`config.mk`:
```
export PLATFORM = sky130hd
export DESIGN_NAME = hw_mac
export DESIGN_NICKNAME = d
export VERILOG_FILES = /design/src/rtl/hw_mac_pkg.sv /design/src/rtl/hw_mac_operand.sv /design/src/rtl/hw_mac_mul_stage.sv /design/src/rtl/hw_mac_result_stage.sv /design/src/rtl/hw_mac.sv
export SDC_FILE = /design/constraint.sdc
export NUM_CORES = 1
export LEC_CHECK = 0
export CAP_MARGIN = 10
export CORE_MARGIN = 1.5
export CORE_UTILIZATION = 60
export DETAILED_ROUTE_END_ITERATION = 12
export DONT_BUFFER_PORTS = 1
export PLACE_DENSITY = 0.75
export SLEW_MARGIN = 15
export SYNTH_ARGS = -nofsm -noshare
export SYNTH_HDL_FRONTEND = slang
export SYNTH_SLANG_ARGS = --single-unit
```
`constraint.sdc`:
```
create_clock -name clk -period 15.5 [get_ports clk]
set_input_delay 0.775 -clock clk [delete_from_list [all_inputs] [get_ports clk]]
set_output_delay 0.775 -clock clk [all_outputs]
set_load 0.01 [all_outputs]
```
`src/rtl/hw_mac_pkg.sv`:
```
package hw_mac_pkg;
  // Per-operation control that travels with the data through the pipeline
  typedef struct packed {
    logic is_signed;
    logic acc_en;
    logic acc_sub;
    logic sat_en;
  } mac_ctrl_t;
endpackage

```
`src/rtl/hw_mac_operand.sv`:
```
module hw_mac_operand #(
  parameter int DATA_W = 32,
  parameter int HALF_W = 16
) (
  input  logic [DATA_W-1:0]        src,
  input  logic                     sel_hi,
  input  logic                     is_signed,
  output logic signed [HALF_W:0]   opnd
);
  logic [HALF_W-1:0] half;

  always_comb begin
    half = sel_hi ? src[DATA_W-1 -: HALF_W] : src[HALF_W-1:0];
    opnd = {is_signed & half[HALF_W-1], half};
  end
endmodule

```
`src/rtl/hw_mac_mul_stage.sv`:
```
module hw_mac_mul_stage
  import hw_mac_pkg::*;
#(
  parameter int DATA_W = 32,
  parameter int HALF_W = 16,
  parameter int SUM_W  = 35
) (
  input  logic                     clk,
  input  logic                     rst,
  input  logic                     in_valid,
  input  logic signed [HALF_W:0]   opa,
  input  logic signed [HALF_W:0]   opb,
  input  logic [DATA_W-1:0]        acc_in,
  input  mac_ctrl_t                ctrl,
  output logic                     v1,
  output logic signed [SUM_W-1:0]  prod_q,
  output logic signed [SUM_W-1:0]  acc_q,
  output mac_ctrl_t                ctrl_q
);
  localparam int PROD_W = 2 * HALF_W + 2;

  logic signed [PROD_W-1:0] prod_full;
  logic signed [SUM_W-1:0]  prod_ext;
  logic signed [SUM_W-1:0]  acc_ext;

  always_comb begin
    prod_full = opa * opb;
    prod_ext  = {{(SUM_W-PROD_W){prod_full[PROD_W-1]}}, prod_full};
    if (!ctrl.acc_en)
      acc_ext = '0;
    else if (ctrl.is_signed)
      acc_ext = {{(SUM_W-DATA_W){acc_in[DATA_W-1]}}, acc_in};
    else
      acc_ext = {{(SUM_W-DATA_W){1'b0}}, acc_in};
  end

  always_ff @(posedge clk) begin
    if (rst) begin
      v1     <= 1'b0;
      prod_q <= '0;
      acc_q  <= '0;
      ctrl_q <= '0;
    end else begin
      v1 <= in_valid;
      if (in_valid) begin
        prod_q <= prod_ext;
        acc_q  <= acc_ext;
        ctrl_q <= ctrl;
      end
    end
  end
endmodule

```
`src/rtl/hw_mac_result_stage.sv`:
```
module hw_mac_result_stage
  import hw_mac_pkg::*;
#(
  parameter int DATA_W = 32,
  parameter int SUM_W  = 35
) (
  input  logic                     clk,
  input  logic                     rst,
  input  logic                     v1,
  input  logic signed [SUM_W-1:0]  prod_q,
  input  logic signed [SUM_W-1:0]  acc_q,
  input  mac_ctrl_t                ctrl_q,
  output logic                     out_valid,
  output logic [DATA_W-1:0]        result,
  output logic                     ovf
);
  localparam logic signed [SUM_W-1:0] S_MAX = {{(SUM_W-DATA_W+1){1'b0}}, {(DATA_W-1){1'b1}}};
  localparam logic signed [SUM_W-1:0] S_MIN = {{(SUM_W-DATA_W+1){1'b1}}, {(DATA_W-1){1'b0}}};
  localparam logic signed [SUM_W-1:0] U_MAX = {{(SUM_W-DATA_W){1'b0}}, {DATA_W{1'b1}}};
  localparam logic signed [SUM_W-1:0] U_MIN = '0;
  localparam logic [DATA_W-1:0] W_S_MAX = {1'b0, {(DATA_W-1){1'b1}}};
  localparam logic [DATA_W-1:0] W_S_MIN = {1'b1, {(DATA_W-1){1'b0}}};

  logic signed [SUM_W-1:0] sum, lim_hi, lim_lo;
  logic                    above, below;
  logic [DATA_W-1:0]       res_nxt;

  always_comb begin
    sum    = (ctrl_q.acc_en && ctrl_q.acc_sub) ? (acc_q - prod_q) : (acc_q + prod_q);
    lim_hi = ctrl_q.is_signed ? S_MAX : U_MAX;
    lim_lo = ctrl_q.is_signed ? S_MIN : U_MIN;
    above  = sum > lim_hi;
    below  = sum < lim_lo;
    if (ctrl_q.sat_en && above)
      res_nxt = ctrl_q.is_signed ? W_S_MAX : {DATA_W{1'b1}};
    else if (ctrl_q.sat_en && below)
      res_nxt = ctrl_q.is_signed ? W_S_MIN : '0;
    else
      res_nxt = sum[DATA_W-1:0];
  end

  always_ff @(posedge clk) begin
    if (rst) begin
      out_valid <= 1'b0;
      result    <= '0;
      ovf       <= 1'b0;
    end else begin
      out_valid <= v1;
      if (v1) begin
        result <= res_nxt;
        ovf    <= above | below;
      end
    end
  end


  signed_clamp_chk: assert property (@(posedge clk) disable iff (rst)
    (v1 && ctrl_q.sat_en && ctrl_q.is_signed) |=> (!ovf || result == W_S_MAX || result == W_S_MIN));


  unsigned_clamp_chk: assert property (@(posedge clk) disable iff (rst)
    (v1 && ctrl_q.sat_en && !ctrl_q.is_signed) |=> (!ovf || result == '1 || result == '0));


  plain_no_ovf_chk: assert property (@(posedge clk) disable iff (rst)
    (v1 && !ctrl_q.acc_en) |=> !ovf);


  idle_hold_chk: assert property (@(posedge clk) disable iff (rst)
    !v1 |=> (!out_valid && $stable(result) && $stable(ovf)));
endmodule

```
`src/rtl/hw_mac.sv`:
```
module hw_mac
  import hw_mac_pkg::*;
#(
  parameter int DATA_W = 32
) (
  input  logic              clk,
  input  logic              rst,
  input  logic              in_valid,
  input  logic [DATA_W-1:0] src_a,
  input  logic [DATA_W-1:0] src_b,
  input  logic [DATA_W-1:0] acc_in,
  input  logic              sel_a_hi,
  input  logic              sel_b_hi,
  input  logic              is_signed,
  input  logic              acc_en,
  input  logic              acc_sub,
  input  logic              sat_en,
  output logic              out_valid,
  output logic [DATA_W-1:0] result,
  output logic              ovf
);
  localparam int HALF_W = DATA_W / 2;
  localparam int SUM_W  = DATA_W + 3;

  logic signed [HALF_W:0]  opnd [2];
  logic [DATA_W-1:0]       srcs [2];
  logic                    sels [2];
  mac_ctrl_t               ctrl, ctrl_q;
  logic                    v1;
  logic signed [SUM_W-1:0] prod_q, acc_q;

  always_comb begin
    srcs[0] = src_a;
    srcs[1] = src_b;
    sels[0] = sel_a_hi;
    sels[1] = sel_b_hi;
    ctrl.is_signed = is_signed;
    ctrl.acc_en    = acc_en;
    ctrl.acc_sub   = acc_sub;
    ctrl.sat_en    = sat_en;
  end

  for (genvar gi = 0; gi < 2; gi++) begin : g_opnd
    hw_mac_operand #(.DATA_W(DATA_W), .HALF_W(HALF_W)) u_opnd (
      .src       (srcs[gi]),
      .sel_hi    (sels[gi]),
      .is_signed (is_signed),
      .opnd      (opnd[gi])
    );
  end

  hw_mac_mul_stage #(.DATA_W(DATA_W), .HALF_W(HALF_W), .SUM_W(SUM_W)) u_mul (
    .clk      (clk),
    .rst      (rst),
    .in_valid (in_valid),
    .opa      (opnd[0]),
    .opb      (opnd[1]),
    .acc_in   (acc_in),
    .ctrl     (ctrl),
    .v1       (v1),
    .prod_q   (prod_q),
    .acc_q    (acc_q),
    .ctrl_q   (ctrl_q)
  );

  hw_mac_result_stage #(.DATA_W(DATA_W), .SUM_W(SUM_W)) u_res (
    .clk       (clk),
    .rst       (rst),
    .v1        (v1),
    .prod_q    (prod_q),
    .acc_q     (acc_q),
    .ctrl_q    (ctrl_q),
    .out_valid (out_valid),
    .result    (result),
    .ovf       (ovf)
  );


  latency_valid_chk: assert property (@(posedge clk) disable iff (rst)
    in_valid |-> ##2 out_valid);


  latency_idle_chk: assert property (@(posedge clk) disable iff (rst)
    !in_valid |-> ##2 !out_valid);
endmodule

```
* After elaboration in Yosys (flattened, before gate mapping)
Cells that the tools add are included.
** Operators by class
- Multiply operators :: 1
- Muxes and demuxes :: 11
- Add/sub/neg operators :: 2
- Divide/modulo/power cells :: 0
- Equal/unequal tests :: 0
- Shifts and indexed selects :: 0
- Bitwise gates (word level) :: 3
- Reductions and logical operators :: 3
- Magnitude comparators :: 2
** Operator list (count)
- $mux W32 :: 5
- $mux W35 :: 4
- $add A35 B34 Y35 :: 1
- $gt A35 B35 Y1 :: 1
- $lt A35 B35 Y1 :: 1
- $sub A35 B34 Y35 :: 1
- $mul A17 B17 Y34 :: 1
- $mux W16 :: 2
- $logic_and A1 B1 Y1 :: 3
- $and A1 B1 Y1 :: 2
- $or A1 B1 Y1 :: 1
** Storage, ports and cells
- Bits in read-only memories :: 0
- Bits in latches :: 0
- Input port bits :: 105
- Bits in registers :: 108
- Memories kept :: 0
- Memory bits (writable) :: 0

* Logic depth before layout (Yosys ltp)
- Depth in word-level cells :: 6
- Depth in mapped cells :: 30

* By module
From an unflattened synthesis, not the netlist that was laid out.
** Unflattened totals
- Cells, all modules :: 2100
- Area, all modules :: 18357.6 µm²
** By module, submodules not included
- hw_mac_mul_stage :: cells an instance 1482, seq. area each 1441.4 µm², instances 1, area each 13500.4 µm²
- hw_mac_result_stage :: cells an instance 580, seq. area each 680.7 µm², instances 1, area each 4419.2 µm²
- hw_mac_operand :: cells an instance 19, seq. area each 0.0 µm², instances 2, area each 219.0 µm²

* Least setup slack after synthesis
No wires, ideal clock.
- Path type :: in2reg
- From :: input sel_a_hi
- To :: register u_mul.prod_q[33] (netlist name)
- Stages :: 27
- Required time :: 15.367 ns
- Data arrival time :: 7.863 ns
- Path slack :: 7.505 ns
- Path buffers :: 3
- Cell sequence :: clkbuf_1 -> clkbuf_1 -> clkbuf_1 -> mux2i_1 -> nor2_1 -> fa_1 -> inv_1 -> fa_1 -> fa_1 -> inv_1 -> fa_1 -> fa_1 -> inv_1 -> fa_1 -> inv_1 -> ha_1 -> o21a_1 -> o21ai_0 -> nand2b_1 -> and3_1 -> a221o_1 -> a31oi_1 -> a21oi_1 -> a211o_1 -> a31oi_1 -> and4b_1 -> nor4_1
** On the way
- Cells in the longest elaborated chain, start to end :: 3
** Ends and longest elaborated chain
- from (decl) :: line hw_mac.sv:12 : input logic sel_a_hi,
- $mux W16 * :: line hw_mac_operand.sv:13 : half = sel_hi ? src[DATA_W-1 -: HALF_W] : src[HALF_W-1:0];
- $and A1 B1 Y1 :: line hw_mac_operand.sv:14 : opnd = {is_signed & half[HALF_W-1], half};
- $mul A17 B17 Y34 * :: line hw_mac_mul_stage.sv:27 : prod_full = opa * opb;
Every way passes the cells marked *; elsewhere a longest branch is shown, timed or not.
A chain may end at the register's enable or synchronous reset.

* Worst setup path in the final report
- From :: input sel_a_hi
- To :: register u_mul.prod_q[33] (netlist name)
** On the way
- Cells in the longest elaborated chain, start to end :: 3
** Ends and longest elaborated chain (line)
- $mux W16 * :: hw_mac_operand.sv:13
- $and A1 B1 Y1 :: hw_mac_operand.sv:14
- $mul A17 B17 Y34 * :: hw_mac_mul_stage.sv:27
Marked as above.

==> impl_results.md <==
- Post-layout min period: 7600 ps
- Die area: 0.0312 mm²
- CTS Buffer Depth: 2
- Clk sinks: 106
- Cells on worst reg2reg path: 23
- Nets@finish: 2601
- DRT iter0 DRCs: roughly 1200
- Syn_nets: 2646
- Post-synth top area cell: fa_1
- Distinct cells, synth: 79
- Worst skew pair latency: 370 ps
- RSZ-0062 raised after global routing: false
- Core Box Area: about 0.030 mm²
- R2R Path Start: u_mul.prod_q[9]$_SDFFE_PP0P_
- Post-CTS setup buffers: 0
- Largest net degree at the start of global routing: 103
- Adder-cell share of the synthesized area: slightly above 40%
- Slew Limit Fails: 0
- Routed Wire Length: between 50000 and 60000 µm
- Compound-Gate Fraction of Synth Area: approximately an eighth
- Post-synth top area share: 32.7%
- CTS tree: done
- Post-synthesis mux area share: 5.18%
- Post-route clock period utilization: 49.1%
- Fmax: between 100 and 150 MHz
- 1st-pass router iterations: 6
- FF+latch count, synth: 106
- Critical path fanouts, max: 31
- Arrival @ worst endpoint: 7880 ps
- Setup crit start kind: input pin
- Crit end category: flop
- Asr flop ratio synth: 0%
- Count leader, synth: inv_1
- Status: complete, no violations
- Row count: between 60 and 70
- Max-cap violation count: 0
- Ports: 139
- Post-CTS Hold Fix Bufs: 0
- Hold path endpoint: u_mul.ctrl_q[1]$_SDFFE_PP0P_
- Worst slew pin tran: 1210 ps
- Area delta synth->final: 3.46%
- Largest family of logic cells by synthesized area: adder cells
- Root buffer cell: clkbuf_16
- Die Span X: roughly 180 µm
- Reg-to-Reg End: u_res.result[5]$_SDFFE_PP0P_
- Clock buffer count from CTS: 9
- Detailed-route DRC error count: 0
- Final Skew: 16.4 ps
- Post-DP HPWL: roughly 43000 µm
- Setup violations, final: 0
- Setup CP Type: in -> reg
- Post-Syn Instances: 2120
- Vias in the first global route: 15300
- Slew headroom: between 10% and 20%
- Post-synthesis xor/xnor area fraction: about 4.1%
- Crit path required time: about 16000 ps
- Ys flop type: dfxtp_1
- Total negative slack: 0 ps
- Min-delay src: rst
- Synthesized area per cell: 8.54 µm²
- EDFF count, synth: 0
- Vias per inst: between 6 and 7
- Initial antenna violation count: 2
- Antenna-violating nets left: 0
- Worst Hold Class: in -> reg
- Ranking of synthesized cells by area: fa_1, dfxtp_1, ha_1
- Via count: 15000
- GPL Wtd Cong: 0.981
- Wire length per cell: ~21 µm
- Die H: 177 µm
- CTS H-tree lvls: 3
- GRT Residual Overflow: 0
- Mapped cell area: between 0.015 and 0.02 mm²
- Post-CTS resize count: 0
- Input/output buffers: 0
- Post-Synth Simple-Gate Area: 16.1%
- GR Util All Layers: 33.9%
- R2R setup slack: 8040 ps
- Fraction of layout cells with a size suffix above 1: 4.71%
- CTS clock-pin slew for the worst setup and hold paths: 80 ps
- Syn. warnings: 0
- Commonest cells in the netlist: inv_1, nor2_1, fa_1
- Hold depth: 1
- Global-route wire length before repair: 81700 µm
- Initial core utilization: 61.1%
- ANT cells: 0
- Register area share after synthesis: a little under an eighth
- Final Hold Vio Count: 0
## worst max-delay path by stage
stage,endpoint,startpoint,slack (ps)
floorplan,u_mul.prod_q[33]$_SDFFE_PP0P_,sel_a_hi,7500
global placement,u_mul.prod_q[33]$_SDFFE_PP0P_,sel_b_hi,7800
detailed placement,u_mul.prod_q[33]$_SDFFE_PP0P_,sel_a_hi,7610
CTS,u_mul.prod_q[33]$_SDFFE_PP0P_,sel_a_hi,7980
global route,u_mul.prod_q[33]$_SDFFE_PP0P_,sel_a_hi,7580
finish,u_mul.prod_q[33]$_SDFFE_PP0P_,sel_a_hi,7900
## final cells by class
type / instances / area, µm²
Timing Repair Buffer: 17 / 128
Tap cell: 390 / 488
Clock inverter: 6 / 57.6
Multi-Input combinational cell: 1585 / 14400
Fill cell: 2596 / 10900
Clock buffer: 10 / 239
Inverter: 356 / 1340
Sequential cell: 106 / 2120
## routing by layer
metal,up-vias,part of all wire [%],GRT usage (%)
met2,649,48,58.5
li1,6803,-,-
met4,4,4.7,15.3
met1,7344,40,41.4
met3,150,7.6,5.97
met5,-,0.049,0
## placed cells by master, fill, tap and decap left out, types with 8 or more instances in the layout
| cell | count |
|---|---|
| a211oi_1 | 29 |
| a21o_1 | 24 |
| a21oi_1 | 83 |
| a22oi_1 | 32 |
| a311oi_2 | 8 |
| a31oi_1 | 10 |
| and3_1 | 9 |
| buf_4 | 17 |
| clkbuf_16 | 9 |
| dfxtp_1 | 105 |
| fa_1 | 296 |
| ha_1 | 125 |
| inv_1 | 355 |
| mux2_2 | 30 |
| mux2i_1 | 60 |
| nand2_1 | 206 |
| nand2b_1 | 15 |
| nand3_1 | 25 |
| nand4_1 | 17 |
| nor2_1 | 306 |
| nor2b_1 | 11 |
| nor3_1 | 24 |
| o21a_1 | 11 |
| o21ai_0 | 39 |
| o31ai_1 | 10 |
| or3_1 | 8 |
| xnor2_1 | 52 |
| xor2_1 | 30 |
## logic make-up (layout without fill, tap and decap cells)
| kind of cell | count (synthesis) | count (layout) |
|---|---|---|
| fa+ha+maj | 421 | 421 |
| mux | 90 | 90 |
| simple gates | 667 | 667 |
| compound gates | 324 | 324 |
| xor+xnor | 83 | 83 |
| flops | 106 | 106 |
| buf+inv | 429 | 389 |
## sequential cells by signal, summed over array words and instances (netlist names)
| register | cells |
|---|---|
| u_res.out_valid | 1 |
| u_res.ovf | 1 |
| u_res.result | 32 |
| u_mul.prod_q | 34 |
| u_mul.acc_q | 33 |
| u_mul.ctrl_q | 4 |
| u_mul.v1 | 1 |
## metrics by stage
| stage | hold slack (ps) | worst slack, ps | std cells | util (%) | cell area (µm²) |
|---|---|---|---|---|---|
| finish | 477 | 7900 | 2470 | 63.2 | 18700 |
| global route | 466 | 7580 | 2470 | 63.2 | 18700 |
| CTS | 470 | 7980 | 2470 | 63.2 | 18700 |
| detailed placement | 491 | 7610 | 2454 | 62.2 | 18400 |
| global placement | 489 | 7800 | 2454 | 62.2 | 18400 |
| floorplan | 450 | 7500 | 2120 | - | 18100 |
## critical path, stage by stage
cell and delay [ps]:
mux2i_1 950, nor2_1 170, fa_1 550, inv_1 50
fa_1 470, inv_1 50, fa_1 520, inv_1 70
fa_1 530, inv_1 50, fa_1 480, inv_1 50
fa_1 470, inv_1 40, ha_1 340, a21o_1 220
nand2_1 70, nand2_1 50, a31o_2 260, a221o_1 370
a31oi_1 340, a21oi_1 180, a211o_1 330, a31oi_1 200
nor3_1 70, nor4_1 220
Power is not shown: default switching activity piles up to over one toggle a cycle in this logic, so the estimate is an artifact.
